==> src/rtl/buck_seq_pkg.sv <==
package buck_seq_pkg;

  typedef enum logic [2:0] {
    ST_OFF   = 3'd0,
    ST_PROBE = 3'd1,
    ST_DELAY = 3'd2,
    ST_RAMP  = 3'd3,
    ST_RUN   = 3'd4,
    ST_HALT  = 3'd5
  } seq_st_t;

  typedef enum logic [1:0] {
    FLT_NONE   = 2'd0,
    FLT_FB_UV  = 2'd1,
    FLT_LIN_UV = 2'd2,
    FLT_OC     = 2'd3
  } flt_t;

  // Index of each undervoltage filter and hiccup counter
  localparam int UV_FB  = 0;
  localparam int UV_LIN = 1;
  localparam int HC_LIN = 0;
  localparam int HC_OC  = 1;

endpackage

==> src/rtl/buck_seq_probe.sv <==
// Rail detection: periodic gate pulses and switch-node transition counting.
module buck_seq_probe #(
  parameter int PER_CYC = 25000,
  parameter int PW_CYC  = 250,
  parameter int EDGES   = 4
) (
  input  logic clk,
  input  logic rst_n,
  input  logic active,
  input  logic phase_hi,
  output logic gate,
  output logic found
);
  localparam int TW = $clog2(PER_CYC + 1);
  localparam int EW = $clog2(EDGES + 1);

  logic [TW-1:0] tmr;
  logic [EW-1:0] cnt;
  logic          phase_q;
  logic          edge_ev;

  assign edge_ev = active && (phase_hi != phase_q);
  assign found   = edge_ev && (cnt == EW'(EDGES - 1));
  assign gate    = active && (tmr < TW'(PW_CYC));

  always_ff @(posedge clk or negedge rst_n) begin
    if (!rst_n) begin
      tmr     <= '0;
      cnt     <= '0;
      phase_q <= 1'b0;
    end else begin
      phase_q <= phase_hi;
      if (!active) begin
        tmr <= '0;
        cnt <= '0;
      end else begin
        tmr <= (tmr == TW'(PER_CYC - 1)) ? '0 : tmr + 1'b1;
        if (edge_ev) cnt <= cnt + 1'b1;
      end
    end
  end
endmodule

==> src/rtl/buck_seq_ramp.sv <==
// Settling delay followed by a linear, saturating soft-start code.
module buck_seq_ramp #(
  parameter int SS_W     = 10,
  parameter int DLY_CYC  = 500000,
  parameter int STEP_CYC = 488
) (
  input  logic            clk,
  input  logic            rst_n,
  input  logic            clear,
  input  logic            in_delay,
  input  logic            in_ramp,
  output logic [SS_W-1:0] code,
  output logic            delay_done,
  output logic            last_step
);
  localparam int BIG = (DLY_CYC > STEP_CYC) ? DLY_CYC : STEP_CYC;
  localparam int TW  = $clog2(BIG + 1);
  localparam logic [SS_W-1:0] TOP = '1;

  logic [TW-1:0] tmr;
  logic          step_tick;

  assign step_tick  = in_ramp && (tmr == TW'(STEP_CYC - 1));
  assign delay_done = in_delay && (tmr == TW'(DLY_CYC - 1));
  assign last_step  = step_tick && (code == TOP - 1'b1);

  always_ff @(posedge clk or negedge rst_n) begin
    if (!rst_n) begin
      tmr  <= '0;
      code <= '0;
    end else if (clear) begin
      tmr  <= '0;
      code <= '0;
    end else if (in_delay) begin
      tmr <= delay_done ? '0 : tmr + 1'b1;
    end else if (in_ramp) begin
      if (step_tick) begin
        tmr  <= '0;
        code <= code + 1'b1;
      end else begin
        tmr <= tmr + 1'b1;
      end
    end
  end
endmodule

==> src/rtl/buck_seq_uvf.sv <==
// Continuous-assertion filter for one undervoltage flag.
module buck_seq_uvf #(
  parameter int FILT_CYC = 7500
) (
  input  logic clk,
  input  logic rst_n,
  input  logic en,
  input  logic flag,
  output logic trip
);
  localparam int CW = $clog2(FILT_CYC + 1);

  logic [CW-1:0] cnt;

  assign trip = en && flag && (cnt == CW'(FILT_CYC - 1));

  always_ff @(posedge clk or negedge rst_n) begin
    if (!rst_n)             cnt <= '0;
    else if (!en || !flag)  cnt <= '0;
    else if (!trip)         cnt <= cnt + 1'b1;
  end
endmodule

==> src/rtl/buck_seq_hic.sv <==
// Hiccup counter: flags the trip that reaches the retry limit.
module buck_seq_hic #(
  parameter int LIMIT = 4
) (
  input  logic clk,
  input  logic rst_n,
  input  logic clear,
  input  logic bump,
  output logic last
);
  localparam int CW = $clog2(LIMIT + 1);

  logic [CW-1:0] cnt;

  assign last = (cnt == CW'(LIMIT - 1));

  always_ff @(posedge clk or negedge rst_n) begin
    if (!rst_n)              cnt <= '0;
    else if (clear)          cnt <= '0;
    else if (bump && !last)  cnt <= cnt + 1'b1;
  end
endmodule

==> src/rtl/buck_seq.sv <==
module buck_seq
  import buck_seq_pkg::*;
#(
  parameter int CYC_PER_US      = 250,
  parameter int PROBE_PERIOD_US = 100,
  parameter int PROBE_WIDTH_US  = 1,
  parameter int EDGE_COUNT      = 4,
  parameter int SS_DELAY_US     = 2000,
  parameter int SS_RAMP_US      = 2000,
  parameter int SS_W            = 10,
  parameter int UV_FILT_US      = 30,
  parameter int HICCUP_LIMIT    = 4
) (
  input  logic            clk,
  input  logic            rst_n,
  input  logic            por_ok,
  input  logic            en_in,
  input  logic            phase_hi,
  input  logic            ls_on,
  input  logic            oc_trip,
  input  logic            fb_uv,
  input  logic            fbl_uv,
  output logic            probe_gate,
  output logic [SS_W-1:0] ss_code,
  output logic            sw_en,
  output logic            lin_en,
  output logic            ss_done,
  output logic [1:0]      fault
);
  localparam int PER_CYC  = PROBE_PERIOD_US * CYC_PER_US;
  localparam int PW_CYC   = PROBE_WIDTH_US * CYC_PER_US;
  localparam int DLY_CYC  = SS_DELAY_US * CYC_PER_US;
  localparam int RAMP_CYC = SS_RAMP_US * CYC_PER_US;
  localparam int STEP_RAW = RAMP_CYC >> SS_W;
  localparam int STEP_CYC = (STEP_RAW < 1) ? 1 : STEP_RAW;
  localparam int UV_CYC   = UV_FILT_US * CYC_PER_US;

  seq_st_t st, nxt;
  flt_t    fault_q, flt_nxt;

  logic       found, delay_done, last_step, restart, ramp_clr, oc_hit;
  logic [1:0] uv_flag, uv_trip, hic_bump, hic_last;

  // ---------------- rail detection ----------------
  buck_seq_probe #(
    .PER_CYC (PER_CYC),
    .PW_CYC  (PW_CYC),
    .EDGES   (EDGE_COUNT)
  ) u_probe (
    .clk      (clk),
    .rst_n    (rst_n),
    .active   (st == ST_PROBE),
    .phase_hi (phase_hi),
    .gate     (probe_gate),
    .found    (found)
  );

  // ---------------- soft-start ----------------
  buck_seq_ramp #(
    .SS_W     (SS_W),
    .DLY_CYC  (DLY_CYC),
    .STEP_CYC (STEP_CYC)
  ) u_ramp (
    .clk        (clk),
    .rst_n      (rst_n),
    .clear      (ramp_clr),
    .in_delay   (st == ST_DELAY),
    .in_ramp    (st == ST_RAMP),
    .code       (ss_code),
    .delay_done (delay_done),
    .last_step  (last_step)
  );

  // ---------------- supervision ----------------
  assign uv_flag = {fbl_uv, fb_uv};
  assign oc_hit  = oc_trip && ls_on;

  for (genvar g = 0; g < 2; g++) begin : g_sup
    buck_seq_uvf #(.FILT_CYC(UV_CYC)) u_uvf (
      .clk   (clk),
      .rst_n (rst_n),
      .en    (st == ST_RUN),
      .flag  (uv_flag[g]),
      .trip  (uv_trip[g])
    );
    buck_seq_hic #(.LIMIT(HICCUP_LIMIT)) u_hic (
      .clk   (clk),
      .rst_n (rst_n),
      .clear (st == ST_OFF),
      .bump  (hic_bump[g]),
      .last  (hic_last[g])
    );
  end

  // ---------------- phase control ----------------
  always_comb begin
    nxt      = st;
    flt_nxt  = FLT_NONE;
    hic_bump = '0;
    restart  = 1'b0;
    if (!por_ok || !en_in) begin
      nxt = ST_OFF;
    end else begin
      case (st)
        ST_OFF:   nxt = ST_PROBE;
        ST_PROBE: if (found) nxt = ST_DELAY;
        ST_DELAY: if (delay_done) nxt = ST_RAMP;
        ST_RAMP, ST_RUN: begin
          if (uv_trip[UV_FB]) begin
            nxt     = ST_HALT;
            flt_nxt = FLT_FB_UV;
          end else if (oc_hit) begin
            hic_bump[HC_OC] = 1'b1;
            if (hic_last[HC_OC]) begin
              nxt     = ST_HALT;
              flt_nxt = FLT_OC;
            end else begin
              nxt     = ST_DELAY;
              restart = 1'b1;
            end
          end else if (uv_trip[UV_LIN]) begin
            hic_bump[HC_LIN] = 1'b1;
            if (hic_last[HC_LIN]) begin
              nxt     = ST_HALT;
              flt_nxt = FLT_LIN_UV;
            end else begin
              nxt     = ST_DELAY;
              restart = 1'b1;
            end
          end else if (st == ST_RAMP && last_step) begin
            nxt = ST_RUN;
          end
        end
        ST_HALT:  nxt = ST_HALT;
        default:  nxt = ST_OFF;
      endcase
    end
  end

  // The ramp is cleared whenever the next phase does not drive it
  assign ramp_clr = restart || !(nxt inside {ST_DELAY, ST_RAMP, ST_RUN});

  always_ff @(posedge clk or negedge rst_n) begin
    if (!rst_n) begin
      st      <= ST_OFF;
      fault_q <= FLT_NONE;
    end else begin
      st <= nxt;
      if (flt_nxt != FLT_NONE) fault_q <= flt_nxt;
    end
  end

  assign sw_en   = (st == ST_RAMP) || (st == ST_RUN);
  assign lin_en  = sw_en;
  assign ss_done = (st == ST_RUN);
  assign fault   = (st == ST_HALT) ? fault_q : FLT_NONE;

endmodule

==> config.mk <==
export PLATFORM = sky130hd
export DESIGN_NAME = buck_seq
export DESIGN_NICKNAME = d
export VERILOG_FILES = /design/src/rtl/buck_seq_pkg.sv /design/src/rtl/buck_seq_probe.sv /design/src/rtl/buck_seq_ramp.sv /design/src/rtl/buck_seq_uvf.sv /design/src/rtl/buck_seq_hic.sv /design/src/rtl/buck_seq.sv
export SDC_FILE = /design/constraint.sdc
export NUM_CORES = 1
export LEC_CHECK = 0
export ABC_AREA = 1
export CORE_ASPECT_RATIO = 1.75
export CORE_MARGIN = 2
export CORE_UTILIZATION = 40
export DETAILED_ROUTE_END_ITERATION = 12
export DONT_BUFFER_PORTS = 1
export PLACE_DENSITY = 0.51
export SKIP_CTS_REPAIR_TIMING = 1
export SLEW_MARGIN = 25
export SYNTH_ARGS = -nofsm -noshare
export SYNTH_HDL_FRONTEND = slang
export SYNTH_HIERARCHICAL = 1
export SYNTH_SLANG_ARGS = --single-unit
==> constraint.sdc <==
create_clock -name clk -period 3.9 [get_ports clk]
set_clock_uncertainty 0.1 [all_clocks]
set_input_delay 1.17 -clock clk [delete_from_list [all_inputs] [get_ports clk]]
set_output_delay 1.17 -clock clk [all_outputs]
set_load 0.01 [all_outputs]
# Word level (Yosys, flattened, before mapping)
# Cells that the tools add are included.
# classes
magnitude_cmp,1
reduce_logical,37
n_eq_ne,22
n_addsub,8
mux,52
# op_table
op,n
two-way mux 19 bit,5
two-way mux 13 bit,4
two-way mux 3 bit,15
two-way mux 10 bit,4
two-way mux 15 bit,2
adder 13 x 1 -> 13 bit (second input constant),2
equality test 13 bit (second input constant),2
two-way mux 2 bit,11
equality test 3 x 2 -> 1 bit (second input constant),7
adder 19 x 1 -> 19 bit (second input constant),1
equality test 19 bit (second input constant),1
equality test 19 x 9 -> 1 bit (second input constant),1
adder 15 x 1 -> 15 bit (second input constant),1
equality test 15 bit (second input constant),1
less-than comparator 15 x 8 -> 1 bit (second input constant),1
one-hot mux 3 bit (5 select lines),1
logical AND 1 bit,14
adder 10 x 1 -> 10 bit (second input constant),1
equality test 10 bit (second input constant),1
two-way mux 1 bit,10
nonzero test 2 bit,5
adder 3 x 1 -> 3 bit (second input constant),3
equality test 3 bit (second input constant),3
logical NOT 1 bit,8
other kinds (8),16
# totals
reg_bits,85
wordCells,131

# Logic depth before layout (Yosys ltp)
# Gate-level depths: netlist (run 1).
# depth
ltp_word,16
mapped_depth,24
mapped_depth_nobuf,23

# By module
# The synthesis (run 1) kept the hierarchy.
# modules_own_cells
mod,area_each_um2,seq_area_each_um2,cells_per_inst,instances
buck_seq_ramp,1994.4,725.7,300,1
buck_seq_probe,1036.0,475.5,129,1
buck_seq_uvf (g_sup[1].u_uvf),843.3,325.3,125,1
buck_seq_uvf (g_sup[0].u_uvf),740.7,325.3,101,1
buck_seq,461.7,125.1,83,1
buck_seq_hic,182.7,75.1,22,2

# Worst setup path before layout (run 1)
# Ideal clock, no wire load.
# synth_timing
kind,in2reg
startpoint,input port fb_uv
endpoint,register u_ramp.tmr[5]
arrival_time_ns,2.903
t_required_ns,3.729
stages,17
setup_slack_ns,0.826
n_path_buf,1
cell_sequence,nand2_1 -> nor2_1 -> inv_1 -> nand3_1 -> nor2_1 -> nor2_1 -> nor2_1 -> nand3_1 -> nand2_1 -> nand2_1 -> buf_2 -> nor3_4 -> inv_2 -> nand2_1 -> nor2_1 -> xor2_1 -> nor2_1
# synth_between
elab_chain_cells,10
elab_cells_between_ends,16
classes_between,3 x eq/ne; 7 x mux; 6 x reduce/logical
# synth_lines
item,line,source
"start, declared",buck_seq.sv:21,"input logic fb_uv,"
logical AND 1 bit (*) (2 in series),buck_seq_uvf.sv:15,assign trip = en && flag && (cnt == CW'(FILT_CYC - 1));
named net uv_trip[0],buck_seq.sv:42,"logic [1:0] uv_flag, uv_trip, hic_bump, hic_last;"
two-way mux 3 bit,buck_seq.sv:109,if (uv_trip[UV_FB]) begin
one-hot mux 3 bit (5 select lines),buck_seq.sv:104,case (st)
two-way mux 3 bit,buck_seq.sv:101,if (!por_ok || !en_in) begin
equality test 3 x 2 -> 1 bit or equality test 3 bit (tied branches),buck_seq.sv:141,"assign ramp_clr = restart || !(nxt inside {ST_DELAY, ST_RAMP, ST_RUN});"
nonzero test 3 bit,buck_seq.sv:141,
logical NOT 1 bit,buck_seq.sv:141,
logical OR 1 bit (*),buck_seq.sv:141,
named net ramp_clr,buck_seq.sv:41,"logic found, delay_done, last_step, restart, ramp_clr, oc_hit;"
nonzero test 3 bit (no source line) or two-way mux 19 bit (tied branches),n/a,
"end signal, assigned",buck_seq_ramp.sv:35,tmr <= delay_done ? '0 : tmr + 1'b1;
"end signal, assigned",buck_seq_ramp.sv:41,tmr <= tmr + 1'b1;
"end, declared",buck_seq_ramp.sv:20,logic [TW-1:0] tmr;
# The timed path passes the listed nets; every way through them passes the cells marked *.
# A chain may end at the register's enable or synchronous reset.

# Worst setup path after layout (run 1)
# layout_timing
startpoint,register st[0]
endpoint,output port probe_gate
# layout_between
elab_chain_cells,2
# layout_lines
item,line,source
"start, declared",buck_seq.sv:38,"seq_st_t st, nxt;"
"start signal, assigned",buck_seq.sv:148,st <= nxt;
equality test 3 x 1 -> 1 bit,buck_seq.sv:52,".active (st == ST_PROBE),"
logical AND 1 bit,buck_seq_probe.sv:24,assign gate = active && (tmr < TW'(PW_CYC));
"end, declared",buck_seq.sv:23,"output logic probe_gate,"
# Every way passes these cells.

==> results_tabular.tex, run 1 <==
\begin{tabular}{lr}
\hline
Metric & Value \\
\hline
\multicolumn{2}{l}{\textbf{Timing}} \\
\quad Finish-stage setup viols & 0 \\
\quad Slew at the pin with the worst max-slew slack & about 480 ps \\
\quad Endpoints failing hold & 0 \\
\quad Fin crit share & between 80\% and 90\% \\
\quad PnR worst setup slack & $\sim$480 ps \\
\quad Worst rel slew slack & 68.1\% \\
\quad Total Negative Setup Slacks & 0 ps \\
\quad Slew Limit Fails & 0 \\
\quad Highest Clock Rate & 292 MHz \\
\quad Fin crit period & roughly 3400 ps \\
\quad RSZ-0062 raised after global routing & no \\
\multicolumn{2}{l}{\textbf{Hold path}} \\
\quad Worst min-delay path category & reg -> reg \\
\quad Startpoint of the worst hold path & u\_probe/tmr[0] \\
\quad Hold Path Cell Cnt & 1 \\
\quad Worst Hold End & u\_probe/tmr[0] \\
\multicolumn{2}{l}{\textbf{Clocking}} \\
\quad Clock insertion delay at the later pin of the skew report & $\sim$340 ps \\
\quad Clk buf depth & 2 \\
\quad Clock tree sinks & 85 \\
\quad Number of clock buffers inserted by TritonCTS & 9 \\
\quad TritonCTS clock tree & yes \\
\quad Number of H-tree levels & 3 \\
\quad Library cell used as clock root buffer & sky130\_fd\_sc\_hd\_\_clkbuf\_16 \\
\quad Clock-pin slew on the worst setup and hold paths & approximately 60 ps \\
\multicolumn{2}{l}{\textbf{Critical path}} \\
\quad Critical setup path kind & reg -> out \\
\quad Register-to-register path setup slack & 600 ps \\
\quad Buf+Inv Stages, Crit Path & 3 \\
\quad Cell chain of the critical path & inv\_1, nor2\_1, nand2\_1, inv\_1, inv\_1, nor4\_1, nand3\_1, nor2\_1 \\
\quad Data arrival time of the critical path & $\sim$2200 ps \\
\quad Capturing element type of the critical path & output port \\
\quad R2r endpoint & u\_ramp/tmr[18] \\
\quad Cell with the largest stage delay on the worst path & sky130\_fd\_sc\_hd\_\_dfrtp\_1 \\
\quad Delay of the slowest critical-path stage & approximately 420 ps \\
\quad Max FO, Critical Path & 9 \\
\quad Cell class contributing the biggest share of worst-path delay & simple AND/OR/NAND/NOR gates \\
\quad R2R Path Start & st[1] \\
\quad Category of the worst setup path launch point & flip-flop \\
\quad Worst-case reg-to-reg path depth & 19 \\
\quad Worst EP required & around 2600 ps \\
\quad Most prevalent standard cell on the critical path & sky130\_fd\_sc\_hd\_\_inv\_1 \\
\multicolumn{2}{l}{\textbf{Yosys}} \\
\quad Share of cell area taken by muxes after synthesis & 0\% \\
\quad Share of synthesized flip-flops with an asynchronous set or reset & 100\% \\
\quad Main combinational cell family by area after synthesis & simple AND/OR/NAND/NOR gates \\
\quad Complex-gate fraction of the synthesized area & 5.22\% \\
\quad Synth Register Bits & 85 \\
\quad Seq/Total Area, Yosys & approximately 40\% \\
\quad Synth Instances & 782 \\
\quad Fraction of the mapped netlist area in adder cells & 2.76\% \\
\quad Largest cells by area after synthesis & sky130\_fd\_sc\_hd\_\_dfrtp\_1 39\%, sky130\_fd\_sc\_hd\_\_nand2\_1 14\%, sky130\_fd\_sc\_hd\_\_nor2\_1 10\% \\
\quad Average instance area after synthesis & 6.96 sq um \\
\quad Number of library cell types mapped by synthesis & 36 \\
\quad Cell type with the largest total area after synthesis & sky130\_fd\_sc\_hd\_\_dfrtp\_1 \\
\quad Synth Area in XOR/XNOR & about 3.4\% \\
\quad Post-Synthesis Cell Area & about 5400 sq um \\
\quad Synth warn & 6 \\
\quad Most frequently used flop master after synthesis & sky130\_fd\_sc\_hd\_\_dfrtp\_1 \\
\quad Post-Synthesis Net Count & approximately 800 \\
\quad Area share of the largest cell type after synthesis & around 39\% \\
\quad EDFF count, synth & 0 \\
\quad Fraction of the mapped netlist area in simple logic gates & 41.0\% \\
\multicolumn{2}{l}{\textbf{Placement}} \\
\quad IO buf count & 0 \\
\quad Global placer's final weighted congestion & between 0.8 and 0.9 \\
\quad Worst setup timing slack at the placement stage & 384 ps \\
\quad DP Wirelength & 10200 microns \\
\multicolumn{2}{l}{\textbf{Die}} \\
\quad IO Pins & 25 \\
\quad Die height & roughly 160 microns \\
\quad Die Footprint & 14600 sq um \\
\quad Core Box Area & between 10000 and 15000 sq um \\
\quad Std-Cell Rows & 56 \\
\quad Starting density of the core & 40.7\% \\
\quad Die X & 92.2 microns \\
\multicolumn{2}{l}{\textbf{Routing}} \\
\quad First-iteration detailed-routing DRC count & 215 \\
\quad DRC violations left & 0 \\
\quad Total via count after detailed routing & 4966 \\
\quad Average wire per cell in the routed design & between 10 and 15 microns \\
\quad Vias per inst & approximately 5.1 \\
\quad Drt pass-1 iters & 4 \\
\quad Aggregate routed wire length & around 13000 microns \\
\quad Post-route antenna net violation count & 0 \\
\multicolumn{2}{l}{\textbf{Finish}} \\
\quad Ratio of cells with drive above 1 in the final layout & 8.44\% \\
\quad Relative area change from synthesis to final layout & 9.61\% \\
\quad N\_diodes & 0 \\
\quad Nets & 810 \\
\quad Utilization of the core after routing & between 40 and 50\% \\
\multicolumn{2}{l}{\textbf{Global routing}} \\
\quad All-Layer GR Usage & 19.7\% \\
\quad Global route overflow & 0 \\
\quad Number of antenna violations at the first check in global routing & 0 \\
\quad Wire length of the first global-routing pass & 22800 microns \\
\quad Pin count of the biggest net entering global routing & 86 \\
\quad Number of global-route vias before repair & 4971 \\
\multicolumn{2}{l}{\textbf{Power and ir drop}} \\
\quad Pwr dens & about 320 nW/um\^{}2 \\
\quad Highest ir drop seen on vdd & roughly 0.19 mV \\
\quad Pleak & 2.63 nW \\
\multicolumn{2}{l}{\textbf{Run}} \\
\quad MaxCap Viol Count & 0 \\
\multicolumn{2}{l}{\textbf{Status}} \\
\quad Status & finished, final reports clean \\
\hline
\end{tabular}
==> layout by cell type (no fill, tap or decap), types with 2 or more instances in the layout <==
| master | instances |
|---|---|
| sky130_fd_sc_hd__xnor2_1 | 4 |
| sky130_fd_sc_hd__o21ai_1 | 2 |
| sky130_fd_sc_hd__clkbuf_16 | 9 |
| sky130_fd_sc_hd__nand4_1 | 28 |
| sky130_fd_sc_hd__inv_1 | 92 |
| sky130_fd_sc_hd__nor4_1 | 2 |
| sky130_fd_sc_hd__nor2_2 | 8 |
| sky130_fd_sc_hd__nand3_2 | 2 |
| sky130_fd_sc_hd__a31oi_1 | 2 |
| sky130_fd_sc_hd__nor2_1 | 147 |
| sky130_fd_sc_hd__buf_4 | 6 |
| sky130_fd_sc_hd__o21bai_1 | 5 |
| sky130_fd_sc_hd__nor2_4 | 9 |
| sky130_fd_sc_hd__xor2_1 | 17 |
| sky130_fd_sc_hd__ha_1 | 12 |
| sky130_fd_sc_hd__clkinv_2 | 3 |
| sky130_fd_sc_hd__nand2_1 | 204 |
| sky130_fd_sc_hd__nor3_1 | 15 |
| sky130_fd_sc_hd__a21oi_1 | 13 |
| sky130_fd_sc_hd__dfrtp_1 | 85 |
| sky130_fd_sc_hd__bufinv_16 | 3 |
| sky130_fd_sc_hd__o21ai_0 | 23 |
| sky130_fd_sc_hd__nand2_2 | 13 |
| sky130_fd_sc_hd__inv_2 | 6 |
| sky130_fd_sc_hd__nand3_1 | 70 |
==> worst max path at each step <==
| stage | startpoint | endpoint | slack (ps) | cells after the start |
|---|---|---|---|---|
| 2_1_floorplan | fb_uv | u_ramp/tmr[5] | 830 | 17 |
| 3_3_place_gp | st[1] | u_ramp/tmr[3] | 470 | 19 |
| 3_5_place_dp | st[1] | u_ramp/tmr[10] | 380 | 19 |
| 4_1_cts | st[1] | u_ramp/tmr[10] | 380 | 19 |
| 5_1_grt | st[1] | u_ramp/tmr[10] | 130 | 19 |
| 6_report | st[0] | probe_gate | 480 | 8 |
==> cell type report <==
type	instances	area, sq um
clock buffers	10	229
clock inverters	6	111
fillers	1385	7420
inverters	101	382
multi-input cells	586	2850
flip-flops and latches	85	2130
well taps	174	218
repair buffers	6	45.0
==> power by group <==
part	internal, mW	switching [mW]	total, mW
clock	0.626	0.354	0.980
sequential	0.885	0.00266	0.887
combinational	0.00610	0.0177	0.0238
==> Yosys cell counts (3+ instances only) <==
cell	count
sky130_fd_sc_hd__nor3_1	16
sky130_fd_sc_hd__nor2_1	147
sky130_fd_sc_hd__buf_2	3
sky130_fd_sc_hd__ha_1	12
sky130_fd_sc_hd__nand4_1	28
sky130_fd_sc_hd__dfrtp_1	85
sky130_fd_sc_hd__nand2_1	204
sky130_fd_sc_hd__nor2_4	9
sky130_fd_sc_hd__nand2_2	13
sky130_fd_sc_hd__buf_6	3
sky130_fd_sc_hd__o21ai_0	23
sky130_fd_sc_hd__nand3_1	70
sky130_fd_sc_hd__buf_4	3
sky130_fd_sc_hd__nor2_2	8
sky130_fd_sc_hd__a21oi_1	13
sky130_fd_sc_hd__inv_2	6
sky130_fd_sc_hd__xnor2_1	4
sky130_fd_sc_hd__xor2_1	17
sky130_fd_sc_hd__o21bai_1	5
sky130_fd_sc_hd__inv_1	92
==> kinds of logic after synthesis <==
| logic type | Yosys count |
|---|---|
| adders and majority gates | 12 |
| AOI/OAI and AO/OA | 50 |
| xor gates and xnor gates | 21 |
| DFF | 85 |
| and+or+nand+nor | 503 |
| buffers and inverters | 111 |
==> sequential cells by signal (all words and copies together) (netlist names) <==
name,count
u_probe/tmr,15
st,3
u_ramp/tmr,19
u_ramp/code,10
fault_q,2
u_probe/cnt,3
g_sup.u_hic/cnt,6
g_sup.u_uvf/cnt,26
u_probe/phase_q,1
==> layer usage <==
metal,share of wire [%],global-route usage [%],wire length [microns]
met3,2.6,2.32,346
met2,54,37.8,7210
met5,0,0,0
met1,39,20.4,5210
met4,4.7,11.7,623
==> stage by stage <==
stage	total power, mW	instances	cell area (sq um)	hold slack [ps]
after floorplan	0.923	782	5440	353
after global placement	0.927	952	5620	369
after detailed placement	0.928	952	5620	374
after CTS	1.93	968	5960	386
after global routing	1.96	968	5960	398
final	1.89	968	5960	386
Note: power is estimated with default switching activity, not from simulation.
==> run 2: changes to the inputs <==
==> constraint.sdc (replaced) <==
create_clock -name clk -period 3.51 [get_ports clk]
set_clock_uncertainty 0.1 [all_clocks]
set_input_delay 1.053 -clock clk [delete_from_list [all_inputs] [get_ports clk]]
set_output_delay 1.053 -clock clk [all_outputs]
set_load 0.01 [all_outputs]
==> run 2 against run 1 <==
Net effect:
- via count rose by 0.66%
- global-route usage rose by 0.48 points
- non-clock buffer count rose by 7
- worst setup slack got worse by 210 ps
- critical path depth rose by 1
- die area did not move
- sequential power rose by 11%
- cell count rose by 0.72%
- critical path type unchanged
- largest cell class unchanged
- largest power group unchanged
- highest routed layer unchanged
==> results_tabular.tex, run 2 (synthesis gave the netlist of run 1 again) <==
\begin{tabular}{lr}
\hline
Metric & Value \\
\hline
\multicolumn{2}{l}{\textbf{Status}} \\
\quad Status & finished, final reports clean \\
\multicolumn{2}{l}{\textbf{Timing}} \\
\quad Fin crit share & $\sim$92\% \\
\quad Highest Clock Rate & 308 MHz \\
\quad Total Negative Setup Slacks & 0 ps (unchanged) \\
\quad Slew at the pin with the worst max-slew slack & 415 ps (-59.6 ps) \\
\quad Slew Limit Fails & 0 (unchanged) \\
\quad Fin crit period & between 3000 and 4000 ps \\
\quad Worst rel slew slack & 72.3\% (+4.2 points) \\
\quad Finish-stage setup viols & 0 (unchanged) \\
\quad RSZ-0062 raised after global routing & no \\
\quad Endpoints failing hold & 0 (unchanged) \\
\multicolumn{2}{l}{\textbf{Die}} \\
\quad Die Footprint & 14600 sq um (unchanged) \\
\quad IO Pins & 25 (unchanged) \\
\quad Starting density of the core & 40.7\% (unchanged) \\
\quad Die X & 92.2 microns (unchanged) \\
\quad Die height & 158 microns (unchanged) \\
\quad Core Box Area & 13400 sq um (unchanged) \\
\quad Std-Cell Rows & 56 (unchanged) \\
\multicolumn{2}{l}{\textbf{Critical path}} \\
\quad R2R Path Start & st[1] \\
\quad Cell chain of the critical path & inv\_1, nor2\_1, nand2\_1, inv\_1, buf\_4, inv\_1, nor4\_1, nand3\_1, nor2\_1 \\
\quad Max FO, Critical Path & 8 (-1) \\
\quad Critical setup path kind & reg -> out \\
\quad Register-to-register path setup slack & 380 ps (-220 ps) \\
\quad Worst-case reg-to-reg path depth & 19 (unchanged) \\
\quad Capturing element type of the critical path & output port \\
\quad Cell class contributing the biggest share of worst-path delay & simple AND/OR/NAND/NOR gates \\
\quad R2r endpoint & u\_ramp/tmr[8] \\
\quad WP depth & 9 (+1) \\
\quad Worst EP required & 2360 ps (-270 ps) \\
\quad Category of the worst setup path launch point & flip-flop \\
\quad Delay of the slowest critical-path stage & 430 ps (about the same) \\
\quad Data arrival time of the critical path & 2090 ps (-60 ps) \\
\quad Cell with the largest stage delay on the worst path & sky130\_fd\_sc\_hd\_\_dfrtp\_1 \\
\quad Most prevalent standard cell on the critical path & sky130\_fd\_sc\_hd\_\_inv\_1 \\
\quad Buf+Inv Stages, Crit Path & 4 (+1) \\
\multicolumn{2}{l}{\textbf{Clocking}} \\
\quad Clock-pin slew on the worst setup and hold paths & 70 ps (about the same) \\
\quad Library cell used as clock root buffer & sky130\_fd\_sc\_hd\_\_clkbuf\_16 \\
\quad Number of H-tree levels & 3 (unchanged) \\
\quad Clock tree sinks & 85 (unchanged) \\
\quad Clk buf depth & 2 (unchanged) \\
\quad Clock insertion delay at the later pin of the skew report & 340 ps (about the same) \\
\quad TritonCTS clock tree & yes \\
\quad Number of clock buffers inserted by TritonCTS & 9 (unchanged) \\
\multicolumn{2}{l}{\textbf{Finish}} \\
\quad Most frequent cells in the layout & 204 x sky130\_fd\_sc\_hd\_\_nand2\_1, 147 x sky130\_fd\_sc\_hd\_\_nor2\_1, 92 x sky130\_fd\_sc\_hd\_\_inv\_1, 85 x sky130\_fd\_sc\_hd\_\_dfrtp\_1, 70 x sky130\_fd\_sc\_hd\_\_nand3\_1 \\
\quad N\_diodes & 0 (unchanged) \\
\quad Max reg flops & 26 (unchanged) \\
\quad Nets & 817 (+0.86\%) \\
\quad Most common cell after layout, fill and taps aside & sky130\_fd\_sc\_hd\_\_nand2\_1 \\
\quad Largest registers & g\_sup.u\_uvf/cnt x26, u\_ramp/tmr x19, u\_probe/tmr x15 \\
\quad Largest reg by FF count & g\_sup.u\_uvf/cnt \\
\quad Ratio of cells with drive above 1 in the final layout & 9.49\% (+1.0 points) \\
\quad Relative area change from synthesis to final layout & 10.6\% \\
\multicolumn{2}{l}{\textbf{Power and ir drop}} \\
\quad Net Sw Frac & 20.9\% (+1.1 points) \\
\quad Proportion of power drawn by flip-flops and latches & 47.6\% (+0.7 points) \\
\quad Post-layout total power & 2.07 mW (+9.6\%) \\
\quad Pwr dens & 344 nW/um\^{}2 (+8.6\%) \\
\quad Relative contribution of the clock network to total power & 51.1\% (-0.7 points) \\
\quad Pleak & 2.66 nW (+1.4\%) \\
\quad Highest ir drop seen on vdd & 0.205 mV (+7.1\%) \\
\quad Comb power frac & 1.3\% (about the same) \\
\quad P\_sw & 0.433 mW (+16\%) \\
\quad Internal power of the cells & 1.64 mW (+8.1\%) \\
\multicolumn{2}{l}{\textbf{Global routing}} \\
\quad Global route overflow & 0 (unchanged) \\
\quad Pin count of the biggest net entering global routing & 86 (unchanged) \\
\quad Routing usage on met3 & 2.79\% (+0.47 points) \\
\quad Wire length of the first global-routing pass & 23000 microns (+0.82\%) \\
\quad Global routing's busiest layer & met2 \\
\quad Met1 Resource Use GR & 19.3\% (-1.0 points) \\
\quad Number of antenna violations at the first check in global routing & 0 (unchanged) \\
\quad All-Layer GR Usage & 20.2\% (+0.48 points) \\
\quad Met2 capacity usage during global routing & 39.5\% (+1.8 points) \\
\quad Number of global-route vias before repair & 4961 (-0.20\%) \\
\multicolumn{2}{l}{\textbf{Placement}} \\
\quad Global placer's final weighted congestion & 0.894 (+4.5\%) \\
\quad DP Wirelength & 10600 microns (+4.3\%) \\
\quad IO buf count & 0 (unchanged) \\
\multicolumn{2}{l}{\textbf{Routing}} \\
\quad Vias per inst & 5.13 (about the same) \\
\quad Aggregate routed wire length & 13800 microns (+2.7\%) \\
\quad Drt pass-1 iters & 4 (unchanged) \\
\quad First-iteration detailed-routing DRC count & 129 (-40\%) \\
\quad Average wire per cell in the routed design & 14.1 microns (+2.0\%) \\
\quad DRC violations left & 0 (unchanged) \\
\quad Post-route antenna net violation count & 0 (unchanged) \\
\quad Total via count after detailed routing & 4999 (+0.66\%) \\
\multicolumn{2}{l}{\textbf{Hold path}} \\
\quad Worst min-delay path category & in -> async \\
\multicolumn{2}{l}{\textbf{Run}} \\
\quad MaxCap Viol Count & 0 (unchanged) \\
\hline
\end{tabular}
## run 2: cell type report
cell class / count / area [sq um]
clock buffers: 10 / 239
clock inverters: 6 / 95.1
fillers: 1369 / 7370
inverters: 101 / 382
multi-input cells: 586 / 2860
flip-flops and latches: 85 / 2130
well taps: 174 / 218
repair buffers: 13 / 97.6
## run 2: power by group through the flow
stage / Combinational, mW / Clock [mW] / Sequential, mW
after floorplan: 0.0214 / 0 / 1.00
after global placement: 0.0274 / 0 / 1.00
after detailed placement: 0.0281 / 0 / 1.00
after CTS: 0.0282 / 1.10 / 0.985
after global routing: 0.0323 / 1.14 / 0.985
final: 0.0277 / 1.06 / 0.986
## run 2: layer usage
layer | share of wire, % | routed length (microns)
met5 | 0 | 0
met4 | 5.2 | 716
met3 | 2.7 | 368
met2 | 56 | 7640
met1 | 37 | 5030
## run 2: worst max path at each step
stage | startpoint | to | slack [ps]
floorplan | st[2] | u_ramp/tmr[5] | 460
global placement | st[1] | u_ramp/tmr[5] | 280
detailed placement | st[1] | u_ramp/tmr[5] | 230
CTS | st[1] | u_ramp/tmr[5] | 200
global route | st[1] | u_ramp/tmr[9] | 20
finish | st[0] | probe_gate | 270
## run 2: through the flow
stage	instances	cell area, sq um	setup slack, ps	hold slack, ps	utilization (%)
6_report	975	6020	267	299	45.0
5_1_grt	975	6020	19.2	279	45.0
4_1_cts	974	6000	196	283	44.8
3_5_place_dp	958	5660	233	375	42.3
3_3_place_gp	958	5660	277	372	42.3
2_1_floorplan	782	5440	458	353	-
==> run 3: changes to the inputs <==
--- a/config.mk
+++ b/config.mk
@@ -5,8 +5,7 @@
 export SDC_FILE = /design/constraint.sdc
 export NUM_CORES = 1
 export LEC_CHECK = 0
-export ABC_AREA = 1
-export CORE_ASPECT_RATIO = 1.75
+export CORE_ASPECT_RATIO = 0.7
 export CORE_MARGIN = 2
 export CORE_UTILIZATION = 40
 export DETAILED_ROUTE_END_ITERATION = 12
==> run 3 against run 2 <==
Net effect:
- final area fell by 7.1%
- count of clock-buffer cells in the layout rose by 2
- worst hold slack improved by 6.7 ps
- worst setup slack got worse by 140 ps
- combinational power rose by 30%
- flip-flop and latch count did not move
- clock power fell by 12%
- non-clock buffer count rose by 19
- area after synthesis fell by 9.4%
- synthesized cell count fell by 34%
- critical path type unchanged
- critical endpoint unchanged
- highest routed layer unchanged
==> results_tabular.tex, run 3 <==
\begin{tabular}{lr}
\hline
Metric & Value \\
\hline
\multicolumn{2}{l}{\textbf{Yosys}} \\
\quad Synth Register Bits & 85 (unchanged) \\
\quad Post-Synthesis Cell Area & 4930 sq um (-9.4\%) \\
\quad Number of library cell types mapped by synthesis & 75 (+110\%) \\
\quad Post-Synthesis Net Count & 541 (-33\%) \\
\quad Most common library cells after synthesis & 85 x sky130\_fd\_sc\_hd\_\_dfrtp\_1, 54 x sky130\_fd\_sc\_hd\_\_nor2\_1, 45 x sky130\_fd\_sc\_hd\_\_nand2\_1 \\
\quad Synth warn & 6 (unchanged) \\
\quad Share of cell area taken by muxes after synthesis & 2.87\% (+2.9 points) \\
\quad Share of synthesized flip-flops with an asynchronous set or reset & 100\% (unchanged) \\
\quad Average instance area after synthesis & 9.49 sq um (+36\%) \\
\quad Synth Area in XOR/XNOR & 6.22\% (+2.8 points) \\
\quad Most frequently used flop master after synthesis & sky130\_fd\_sc\_hd\_\_dfrtp\_1 \\
\quad Fraction of the mapped netlist area in simple logic gates & 30.3\% (-11 points) \\
\quad Cell type with the largest total area after synthesis & sky130\_fd\_sc\_hd\_\_dfrtp\_1 \\
\quad Main combinational cell family by area after synthesis & simple AND/OR/NAND/NOR gates \\
\quad Library cell with the highest instance count after synthesis & sky130\_fd\_sc\_hd\_\_dfrtp\_1 \\
\quad Complex-gate fraction of the synthesized area & 10.6\% (+5.4 points) \\
\quad Largest cells by area after synthesis & sky130\_fd\_sc\_hd\_\_dfrtp\_1 43\%, sky130\_fd\_sc\_hd\_\_nor2\_1 4.1\%, sky130\_fd\_sc\_hd\_\_nand2\_1 3.4\% \\
\quad Fraction of the mapped netlist area in adder cells & 3.04\% (+0.28 points) \\
\quad EDFF count, synth & 0 (unchanged) \\
\quad Area share of the largest cell type after synthesis & 43.1\% (+4.0 points) \\
\quad Synth Instances & 520 (-34\%) \\
\quad Seq/Total Area, Yosys & 43.1\% (+4.0 points) \\
\multicolumn{2}{l}{\textbf{Clocking}} \\
\quad Number of H-tree levels & 3 (unchanged) \\
\quad Number of clock buffers inserted by TritonCTS & 9 (unchanged) \\
\quad Clk buf depth & 2 (unchanged) \\
\quad Clock-pin slew on the worst setup and hold paths & 60 ps (about the same) \\
\quad Clock tree sinks & 85 (unchanged) \\
\quad Library cell used as clock root buffer & sky130\_fd\_sc\_hd\_\_clkbuf\_16 \\
\quad TritonCTS clock tree & yes \\
\quad Clock insertion delay at the later pin of the skew report & 340 ps (about the same) \\
\multicolumn{2}{l}{\textbf{Run}} \\
\quad MaxCap Viol Count & 0 (unchanged) \\
\multicolumn{2}{l}{\textbf{Finish}} \\
\quad Filler cell count & 1133 (-17\%) \\
\quad Largest registers & g\_sup.u\_uvf/cnt x26, u\_ramp/tmr x19, u\_probe/tmr x15 \\
\quad Most common cell after layout, fill and taps aside & sky130\_fd\_sc\_hd\_\_dfrtp\_1 \\
\quad Nets & 564 (-31\%) \\
\quad N\_diodes & 0 (unchanged) \\
\quad Non-filler cells, final & 705 (-28\%) \\
\quad Most frequent cells in the layout & 85 x sky130\_fd\_sc\_hd\_\_dfrtp\_1, 54 x sky130\_fd\_sc\_hd\_\_nor2\_1, 45 x sky130\_fd\_sc\_hd\_\_nand2\_1, 31 x sky130\_fd\_sc\_hd\_\_buf\_4, 26 x sky130\_fd\_sc\_hd\_\_nand3\_1 \\
\quad Max reg flops & 26 (unchanged) \\
\quad Relative area change from synthesis to final layout & 13.3\% \\
\quad Largest reg by FF count & g\_sup.u\_uvf/cnt \\
\quad Ratio of cells with drive above 1 in the final layout & 15.5\% (+6.0 points) \\
\multicolumn{2}{l}{\textbf{Critical path}} \\
\quad Cell with the largest stage delay on the worst path & sky130\_fd\_sc\_hd\_\_or4b\_2 \\
\quad Delay of the slowest critical-path stage & 600 ps (+170 ps) \\
\quad Worst EP required & 2360 ps (about the same) \\
\quad Capturing element type of the critical path & output port \\
\quad Most prevalent standard cell on the critical path & sky130\_fd\_sc\_hd\_\_buf\_4 \\
\quad Critical setup path kind & reg -> out \\
\quad Cell chain of the critical path & buf\_4, nor3\_2, buf\_4, or4b\_2, nor3\_2, buf\_4 \\
\quad Category of the worst setup path launch point & flip-flop \\
\quad Data arrival time of the critical path & 2230 ps (+140 ps) \\
\quad Max FO, Critical Path & 12 (+4) \\
\multicolumn{2}{l}{\textbf{Timing}} \\
\quad PnR worst setup slack & 123 ps (-144 ps) \\
\quad Fin crit share & 96.5\% (+4.1 points) \\
\quad Endpoints failing hold & 0 (unchanged) \\
\quad Highest Clock Rate & 295 MHz (-4.3\%) \\
\quad Fin crit period & 3390 ps (+144 ps) \\
\quad Slew at the pin with the worst max-slew slack & 667 ps (+252 ps) \\
\quad Worst rel slew slack & 55.1\% (-17 points) \\
\quad Finish-stage setup viols & 0 (unchanged) \\
\quad Hold Worst Slack & 306 ps (+6.69 ps) \\
\quad Slew Limit Fails & 0 (unchanged) \\
\multicolumn{2}{l}{\textbf{Placement}} \\
\quad Worst setup timing slack at the placement stage & 7.24 ps (-226 ps) \\
\quad IO buf count & 0 (unchanged) \\
\quad Number of cells after detailed placement & 687 (-28\%) \\
\quad Global placer's final weighted congestion & 0.860 (-3.8\%) \\
\quad DP Wirelength & 7520 microns (-29\%) \\
\multicolumn{2}{l}{\textbf{Hold path}} \\
\quad Worst min-delay path category & in -> async \\
\multicolumn{2}{l}{\textbf{Power and ir drop}} \\
\quad Pwr dens & 350 nW/um\^{}2 (+1.7\%) \\
\quad Comb power frac & 1.8\% (+0.5 points) \\
\quad Highest ir drop seen on vdd & 0.237 mV (+16\%) \\
\quad Proportion of power drawn by flip-flops and latches & 50.4\% (+2.8 points) \\
\quad Net Sw Frac & 20.8\% (-0.083 points) \\
\quad Relative contribution of the clock network to total power & 47.8\% (-3.3 points) \\
\quad Internal power of the cells & 1.55 mW (-5.4\%) \\
\quad Pleak & 2.23 nW (-16\%) \\
\quad P\_sw & 0.408 mW (-5.8\%) \\
\multicolumn{2}{l}{\textbf{Routing}} \\
\quad Drt pass-1 iters & 4 (unchanged) \\
\quad First-iteration detailed-routing DRC count & 231 (+79\%) \\
\quad DRC violations left & 0 (unchanged) \\
\quad Post-route antenna net violation count & 0 (unchanged) \\
\quad Vias per inst & 5.51 (+7.5\%) \\
\quad Total via count after detailed routing & 3886 (-22\%) \\
\quad Aggregate routed wire length & 10600 microns (-23\%) \\
\quad Average wire per cell in the routed design & 15.0 microns (+6.6\%) \\
\multicolumn{2}{l}{\textbf{Global routing}} \\
\quad All-Layer GR Usage & 17.2\% (-3.0 points) \\
\quad Global route overflow & 0 (unchanged) \\
\quad Pin count of the biggest net entering global routing & 86 (unchanged) \\
\quad Number of antenna violations at the first check in global routing & 0 (unchanged) \\
\quad Number of global-route vias before repair & 3722 (-25\%) \\
\quad Wire length of the first global-routing pass & 18400 microns (-20\%) \\
\multicolumn{2}{l}{\textbf{Status}} \\
\quad Status & finished, final reports clean \\
\multicolumn{2}{l}{\textbf{Die}} \\
\quad Starting density of the core & 41.6\% (+0.96 points) \\
\quad IO Pins & 25 (unchanged) \\
\quad Die Footprint & 13200 sq um (-9.2\%) \\
\quad Die X & 137 microns (+48\%) \\
\quad Std-Cell Rows & 33 (-41\%) \\
\quad Core Box Area & 11900 sq um (-11\%) \\
\quad Die height & 96.9 microns (-39\%) \\
\hline
\end{tabular}
-- run 3: changes by cell type in the layout (fill, tap and decap cells not counted), sizes merged, moves of 12 or more --
cell / delta
buf: +19
inv: -80
nand3: -44
nand2: -172
nor4: +12
nor2: -110
xnor2: +15
-- run 3: metrics by stage --
stage          power (mW)  area, sq um  TNS [ps]  utilization (%)
6_report             1.96         5590         0             47.2
5_1_grt              2.03         5590    -0.786             47.2
4_1_cts              1.99         5540      -118             46.7
3_5_place_dp         1.04         5250         0             44.3
3_3_place_gp         1.04         5250         0             44.3
2_1_floorplan        1.03         4940         0                -
-- run 3: worst paths after layout --
check,from,to,slack [ps],depth (start not counted)
min,rst_n,u_probe/tmr[0],310,0
max in group asynchronous,rst_n,g_sup[0].u_uvf/cnt[3],2860,0
max reg2reg,u_ramp/tmr[14],u_ramp/tmr[17],210,14
max,st[2],probe_gate,120,6
min in group clk,fault_q[1],fault_q[1],380,1
min reg2reg,fault_q[1],fault_q[1],380,1
-- run 3: cells by family (layout without fill, tap and decap cells) --
group                      count (synthesis)  after routing
buffers and inverters                     39             67
adders and majority gates                 12             12
and+or+nand+nor                          261            261
AOI/OAI and AO/OA                         75             75
muxes                                     13             13
DFF                                       85             85
xor gates and xnor gates                  35             35
-- run 3: power by group through the flow --
stage / clock network (mW) / registers, mW / logic (mW)
2_1_floorplan: 0 / 1.00 / 0.0252
3_3_place_gp: 0 / 1.01 / 0.0336
3_5_place_dp: 0 / 1.01 / 0.0340
4_1_cts: 0.971 / 0.987 / 0.0343
5_1_grt: 1.01 / 0.987 / 0.0397
6_report: 0.936 / 0.987 / 0.0359
-- run 3: per-layer routing --
| metal | track usage, % | vias to the layer above | share of wire [%] |
|---|---|---|---|
| met5 | 0 | - | 0 |
| met4 | 4.89 | 0 | 1.2 |
| met3 | 4.09 | 12 | 3.6 |
| met2 | 25.0 | 64 | 43 |
| met1 | 25.4 | 1880 | 52 |
| li1 | - | 1930 | - |
-- run 3: critical path, delay by kind of cell, from the launching register on --
kind / cells / cell delay, ps
buf+inv: 3 / 500
simple gates: 3 / 1020
flops: 1 / 380
-- run 3: final cells by class --
cell class / count / area (sq um) / area share [%]
sequential: 85 / 2130 / 38.0
clock buffer: 12 / 236 / 4.23
clock inverter: 4 / 48.8 / 0.873
timing repair buffer: 32 / 253 / 4.52
inverter: 19 / 71.3 / 1.28
tap: 157 / 196 / 3.51
multi-input combinational: 396 / 2660 / 47.5
